==> src/rtl/nanprop_pkg.sv <==
package nanprop_pkg;
  localparam int unsigned EXP_W_DEF = 8;
  localparam int unsigned MAN_W_DEF = 23;

  typedef enum logic [1:0] {
    POL_SIGFIRST  = 2'd0,
    POL_ORDER     = 2'd1,
    POL_MODEBIT   = 2'd2,
    POL_MAGNITUDE = 2'd3
  } pol_e;

  typedef struct packed {
    logic is_nan;
    logic is_sig;
    logic is_qui;
  } nan_cls_t;
endpackage

==> src/rtl/nanprop_rst_sync.sv <==
module nanprop_rst_sync #(
  parameter int unsigned STAGES = 2
) (
  input  logic clk,
  input  logic rst_n,
  output logic rst_sync_n
);
  logic [STAGES-1:0] chain_q;

  always_ff @(posedge clk or negedge rst_n) begin
    if (!rst_n) chain_q <= '0;
    else        chain_q <= {chain_q[STAGES-2:0], 1'b1};
  end

  assign rst_sync_n = chain_q[STAGES-1];
endmodule

==> src/rtl/nanprop_classify.sv <==
module nanprop_classify
  import nanprop_pkg::*;
#(
  parameter int unsigned EXP_W = EXP_W_DEF,
  parameter int unsigned MAN_W = MAN_W_DEF
) (
  input  logic [EXP_W+MAN_W-1:0] mag_i,
  output nan_cls_t               cls_o
);
  logic exp_ones, man_nz, quiet_bit;

  always_comb begin
    exp_ones      = &mag_i[EXP_W+MAN_W-1:MAN_W];
    man_nz        = |mag_i[MAN_W-1:0];
    quiet_bit     = mag_i[MAN_W-1];
    cls_o.is_nan  = exp_ones && man_nz;
    cls_o.is_sig  = exp_ones && man_nz && !quiet_bit;
    cls_o.is_qui  = exp_ones && quiet_bit;
  end
endmodule

==> src/rtl/nanprop_arbiter.sv <==
module nanprop_arbiter
  import nanprop_pkg::*;
#(
  parameter int unsigned MAN_W = MAN_W_DEF
) (
  input  nan_cls_t         cls_a_i,
  input  nan_cls_t         cls_b_i,
  input  logic [MAN_W-1:0] man_a_i,
  input  logic [MAN_W-1:0] man_b_i,
  input  logic             sign_a_i,
  input  logic             sign_b_i,
  input  logic [1:0]       policy_i,
  input  logic             first_nan_i,
  output logic             pick_b_o
);
  logic a_wins_tie;
  logic a_larger;

  always_comb begin
    a_wins_tie = !sign_a_i && sign_b_i;
    a_larger   = (man_a_i > man_b_i) || ((man_a_i == man_b_i) && a_wins_tie);
    pick_b_o   = 1'b0;
    unique case (pol_e'(policy_i))
      POL_SIGFIRST: begin
        if (cls_a_i.is_sig)      pick_b_o = 1'b0;
        else if (cls_b_i.is_sig) pick_b_o = 1'b1;
        else if (cls_a_i.is_qui) pick_b_o = 1'b0;
        else                     pick_b_o = 1'b1;
      end
      POL_ORDER: pick_b_o = !cls_a_i.is_nan;
      POL_MODEBIT: begin
        if (first_nan_i) pick_b_o = !cls_a_i.is_nan;
        else             pick_b_o = cls_b_i.is_nan;
      end
      POL_MAGNITUDE: begin
        if (cls_a_i.is_sig)      pick_b_o = cls_b_i.is_sig ? !a_larger : cls_b_i.is_qui;
        else if (cls_a_i.is_qui) pick_b_o = cls_b_i.is_qui ? !a_larger : 1'b0;
        else                     pick_b_o = 1'b1;
      end
      default: pick_b_o = 1'b1;
    endcase
  end
endmodule

==> src/rtl/nanprop_select.sv <==
module nanprop_select
  import nanprop_pkg::*;
#(
  parameter int unsigned EXP_W = EXP_W_DEF,
  parameter int unsigned MAN_W = MAN_W_DEF
) (
  input  logic                   clk,
  input  logic                   rst_n,
  input  logic                   req_i,
  input  logic [EXP_W+MAN_W:0]   op_a_i,
  input  logic [EXP_W+MAN_W:0]   op_b_i,
  input  logic [1:0]             policy_i,
  input  logic                   first_nan_i,
  input  logic                   dflt_nan_i,
  output logic                   valid_o,
  output logic [EXP_W+MAN_W:0]   result_o,
  output logic                   invalid_o
);
  localparam int unsigned W = EXP_W + MAN_W + 1;
  localparam logic [W-1:0] CANON_NAN = {1'b0, {EXP_W{1'b1}}, 1'b1, {(MAN_W-1){1'b0}}};

  logic             rst_i_n;
  logic [1:0][W-1:0] opnd;
  nan_cls_t         cls [2];
  logic             pick_b;
  logic [W-1:0]     chosen;
  logic             chosen_sig;
  logic [W-1:0]     res_d, res_q;
  logic             inv_d, inv_q;
  logic             vld_d, vld_q;

  nanprop_rst_sync #(.STAGES(2)) u_rst (
    .clk        (clk),
    .rst_n      (rst_n),
    .rst_sync_n (rst_i_n)
  );

  assign opnd[0] = op_a_i;
  assign opnd[1] = op_b_i;

  for (genvar gi = 0; gi < 2; gi++) begin : g_cls
    nanprop_classify #(.EXP_W(EXP_W), .MAN_W(MAN_W)) u_cls (
      .mag_i (opnd[gi][W-2:0]),
      .cls_o (cls[gi])
    );
  end

  nanprop_arbiter #(.MAN_W(MAN_W)) u_arb (
    .cls_a_i     (cls[0]),
    .cls_b_i     (cls[1]),
    .man_a_i     (op_a_i[MAN_W-1:0]),
    .man_b_i     (op_b_i[MAN_W-1:0]),
    .sign_a_i    (op_a_i[W-1]),
    .sign_b_i    (op_b_i[W-1]),
    .policy_i    (policy_i),
    .first_nan_i (first_nan_i),
    .pick_b_o    (pick_b)
  );

  // Next-state logic with explicit clock enable on req_i
  always_comb begin
    chosen     = pick_b ? op_b_i : op_a_i;
    chosen_sig = pick_b ? cls[1].is_sig : cls[0].is_sig;
    vld_d      = req_i;
    res_d      = res_q;
    inv_d      = inv_q;
    if (req_i) begin
      inv_d = cls[0].is_sig || cls[1].is_sig;
      if (dflt_nan_i) begin
        res_d = CANON_NAN;
      end else begin
        res_d = chosen;
        if (chosen_sig) res_d[MAN_W-1] = 1'b1;
      end
    end
  end

  always_ff @(posedge clk or negedge rst_i_n) begin
    if (!rst_i_n) begin
      vld_q <= 1'b0;
      res_q <= '0;
      inv_q <= 1'b0;
    end else begin
      vld_q <= vld_d;
      res_q <= res_d;
      inv_q <= inv_d;
    end
  end

  assign valid_o   = vld_q;
  assign result_o  = res_q;
  assign invalid_o = inv_q;
endmodule

==> config.mk <==
export PLATFORM = sky130hd
export DESIGN_NAME = nanprop_select
export DESIGN_NICKNAME = d
export VERILOG_FILES = /design/src/rtl/nanprop_pkg.sv /design/src/rtl/nanprop_rst_sync.sv /design/src/rtl/nanprop_classify.sv /design/src/rtl/nanprop_arbiter.sv /design/src/rtl/nanprop_select.sv
export SDC_FILE = /design/constraint.sdc
export NUM_CORES = 1
export LEC_CHECK = 0
export BUFFER_PORTS_ARGS = -buffer_cell sky130_fd_sc_hd__buf_2
export CAP_MARGIN = 20
export CORE_MARGIN = 2
export CORE_UTILIZATION = 52
export CTS_BUF_LIST = sky130_fd_sc_hd__clkbuf_4
export CTS_CLUSTER_SIZE = 28
export DETAILED_ROUTE_END_ITERATION = 10
export PLACE_DENSITY = 0.91
export SLEW_MARGIN = 10
export SYNTH_ARGS = -nofsm -noshare
export SYNTH_HDL_FRONTEND = slang
export SYNTH_SLANG_ARGS = --single-unit
==> constraint.sdc <==
create_clock -name clk -period 1.35 [get_ports clk]
set_clock_uncertainty 0.05 [all_clocks]
set_input_delay 0.0675 -clock clk [delete_from_list [all_inputs] [get_ports clk]]
set_output_delay 0.0675 -clock clk [all_outputs]
set_load 0.02 [all_outputs]
==> metrics.sh <==
HOLDCRITPATHCLASS='primary input to register'
VIAS=4325
TRITONCTS_CLOCK_TREE='built'
N_FILL_CELL=210
POWER-PER-CELL-AREA_nW_PER_UM2=756.7
ANTENNA_VIOLATING_NETS_POST_ROUTE=0
DETAIL_ROUTE.WL_PER_CELL_UM=29.82
YOSYSUNIQUECELLTYPES=50
AREA.GROWTH.SYNTH_TO_FINAL_PCT=67.43
DIODES=0
GR-USAGE-MET2=0.8017
GRT_UTIL_ALL_LAYERS=0.4900
LARGEST_FAMILY_OF_LOGIC_CELLS_BY_SYNTHESIZED_AREA='simple AND/OR/NAND/NOR gates'
SYNTHESIZED_NETLIST_NET_COUNT=421
TIMING.CRITICAL_PATH.ARRIVAL_NS=2.77
YOSYS.AREA_SHARE.SIMPLE=0.2145
GR-TOTAL-OVERFLOW=0
CHIPWIDTH_UM=80.15
RSZ_0062_RAISED_AFTER_GLOBAL_ROUTING='true'
CP_CELL_SEQUENCE='buf_6 -> inv_4 -> ha_4 -> nand4_1 -> buf_4 -> buf_4 -> nor2_1 -> a221oi_2 -> o221a_2 -> buf_4 -> buf_6 -> buf_16 -> o21a_1 -> o32a_1'
CRITICAL-PATH-MAX-STAGE-DELAY_NS=0.39
NUMBER_OF_ANTENNA_VIOLATIONS_AT_THE_FIRST_CHECK_IN_GLOBAL_ROUTING=1
CLOCK_TRANSITION_AT_PATH_REGS_NS=0.13
POSTSYNTHAREAPERCELL_UM2=9.221
SYNTHESIS.AREA_UM2=3015
WORSTPATHMAXFANOUT=6
FINAL.PERIOD_UTILIZATION=1.909
FRACTION_OF_REGISTERS_WITH_ASYNC_SET_RESET=1.000
DRV_CAP=0
POST-ROUTE-MIN-PERIOD_NS=2.577
NUMPORTBUFFERS=104
FINALSETUPVIOLCOUNT=33
ROUTABILITYCONGESTION=0.9523
DRTPASS1ITERATIONS=7
AVGVIACOUNTPERCELL=7.406
SYNTH_TOP_FLOP_CELL='dfrtp_1'
SYNTH-XOR-AREA-SHARE=0
GRT_START_MAX_NET_PINS=35
POST-PLACE-WS_NS=-1.235
POST_ROUTE_CELLS_DRIVE_ABOVE_1_SHARE=0.5664
IR_DROP_mV=0.6241
CRITICAL_PATH_BUF_INV_COUNT=7
SYNTH_SEQUENTIAL_AREA_RATIO=0.2988
POSTSYNTHCELLCOUNT=327
MAX-CLOCK-PATH-BUFFERS=2
TYPE_OF_ELEMENT_CAPTURING_THE_CRITICAL_PATH='register'
MOST-COMMON-LAYOUT-CELLS='76 x buf_4, 75 x buf_2, 36 x dfrtp_1'
FLOORPLAN.DIE_AREA_UM2=6424
GRT_PASS1_VIAS=4198
INSERTION_DELAY_NS=0.36
CRITPATHLAUNCHTYPE='primary input'
TIMING.SETUP.CRITICAL_PATH_CLASS='primary input to register'
WIRELENGTH_UM=17410
BOUNDARY_PIN_COUNT=105
DIE-HEIGHT_UM=80.15
SYNTH.MUX.AREA_FRACTION=0.1071
R2R_SLACK_NS=0.29
GLOBAL_ROUTE_TRACK_USAGE_ON_MET1=0.5513
MAX_FREQ_GHz=0.3881
TIMING.CRITICAL_PATH.MAX_DELAY_FAMILY='compound AO/OA/AOI/OAI gates'
POST-DP-HPWL_UM=7771
SLOWEST_STAGE='nor2_1'
SEQ_AREA_UM2=900.9
FIN_TOTAL_PWR_mW=3.820
CLOCK_TREE.HTREE_LEVEL_COUNT=2
CRITICAL_PATH.MOST_COMMON_CELL='buf_4'
FOOTPRINT_OF_THE_MULTI_INPUT_GATES_UM2=2262
GROUTE.LAYER.MET3.USAGE=0.1303
FINALHOLDWORSTSLACK_NS=-0.004847
TOTAL_LEAKAGE_POWER_nW=2.375
LAYOUT.CELL_AREA.NON_FILLER_UM2=5049
MAXSLEWVIOLCOUNT=0
LAYOUT_SETUP_WS_NS=-1.227
YOSYS_REGISTER_BITS=36
FIN_NETS=605
YS_WARN_COUNT=0
LAYOUT_COMMONEST_CELL='buf_4'
START_UTIL=0.5443
FLOORPLAN.ROWS=27
REQUIRED_WORST_ENDPOINT_NS=1.55
RESULT_OF_THE_RUN='finished, violations left'
COMPOUND_CELL_AREA_SHARE_OF_THE_YOSYS_NETLIST=0.2021
DRT_DRC=0
FIRST_ITER_VIOLATIONS=712
GRT_FIRST_PASS_WIRELENGTH_UM=23230
GRT_BUSIEST_LAYER='met2'
FAILED_CHECKS='hold timing, setup timing'
CTS_SINKS=36
PLACEMENT.CELL_AREA_UM2=4227
SYNTH-ADDER-AREA-SHARE=0.09544
DESIGN.CORE.AREA_UM2=5540
CTSROOTBUFFERMASTER='clkbuf_4'
HOLD_VIOLATIONS=1
TRITONCTS.NUM_BUFFERS=5
SYNTH_ENABLE_FLOP_CELLS=0
area by class of cell:
cell class	instances	share of cell area
clock inverters	2	0.006939
multi-input cells	242	0.4481
flip-flops and latches	36	0.1784
well taps	72	0.01784
repair buffers	199	0.3133
inverters	27	0.02652
clock buffers	6	0.008922
per-layer routing:
layer  routed length, µm  part of all wire
met3                2638              0.15
met4                2040              0.12
met1                5409              0.31
met5                   0                 0
met2                7324              0.42
report_power, final:
group,internal [mW],switching (mW)
clock,0.408,0.445
sequential,1.19,0.0794
combinational,0.788,0.911
total,2.39,1.44
metrics by stage:
stage / cells / util / TNS (ns)
finish: 584 / 0.9112 / -37.02
global route: 584 / 0.9112 / -36.04
CTS: 579 / 0.8889 / -25.20
detailed placement: 546 / 0.7629 / -36.38
global placement: 546 / 0.7629 / -32.69
floorplan: 327 / - / -26.74
what timing repair did:
item	CTS	global route
gates cloned	2	0
buffers inserted	21	5
endpoints found under the setup margin	32	33
hold buffers	2	0
endpoints found under the hold margin	2	0
pin swaps	42	14
gates resized for setup	90	17
cell usage after synthesis (3+ instances only):
library cell  number  area share
inv_1             27       0.034
a221o_1           24       0.080
nor3b_1            8       0.020
nor3_1            25       0.041
nand2_1           27       0.034
nand4_1           10       0.021
o21a_1            10       0.025
a21oi_1            8       0.013
nor4_1            10       0.021
o32a_1             8       0.027
o21ai_0            4      0.0066
ha_1              23       0.095
buf_2             10       0.017
nor2_1            26       0.032
dfrtp_1           36        0.30
mux2_4            20        0.10
and2_1             3      0.0062
clkbuf_1           8       0.010
registers in the layout, summed over array words and instances (netlist names):
name	cells
valid_o	1
result_o	32
u_rst.chain_q	2
invalid_o	1
final timing paths:
path | startpoint | to | cells past startpoint
setup / recovery | op_b_i[21] | result_o[30] | 14
min in group asynchronous | u_rst.chain_q[1] | result_o[19] | 1
hold reg to reg | u_rst.chain_q[1] | result_o[19] | 1
max in group asynchronous | u_rst.chain_q[1] | result_o[12] | 1
setup reg to reg | result_o[31] | result_o[31] | 2
hold / removal | req_i | valid_o | 2
worst register-to-register path: cells and delay by family, from the launching register on:
kind	cells	cell delay, ns
AOI/OAI and AO/OA	2	0.51
DFF	1	0.41
cells by family (layout without fill, tap and decap cells):
family                     Yosys count  in the layout
AOI/OAI and AO/OA                   72             72
adders and majority gates           23             23
buffers and inverters               49            234
DFF                                 36             36
muxes                               22             22
other                                1              1
and+or+nand+nor                    124            124
Power figures use the tool's default switching activity.
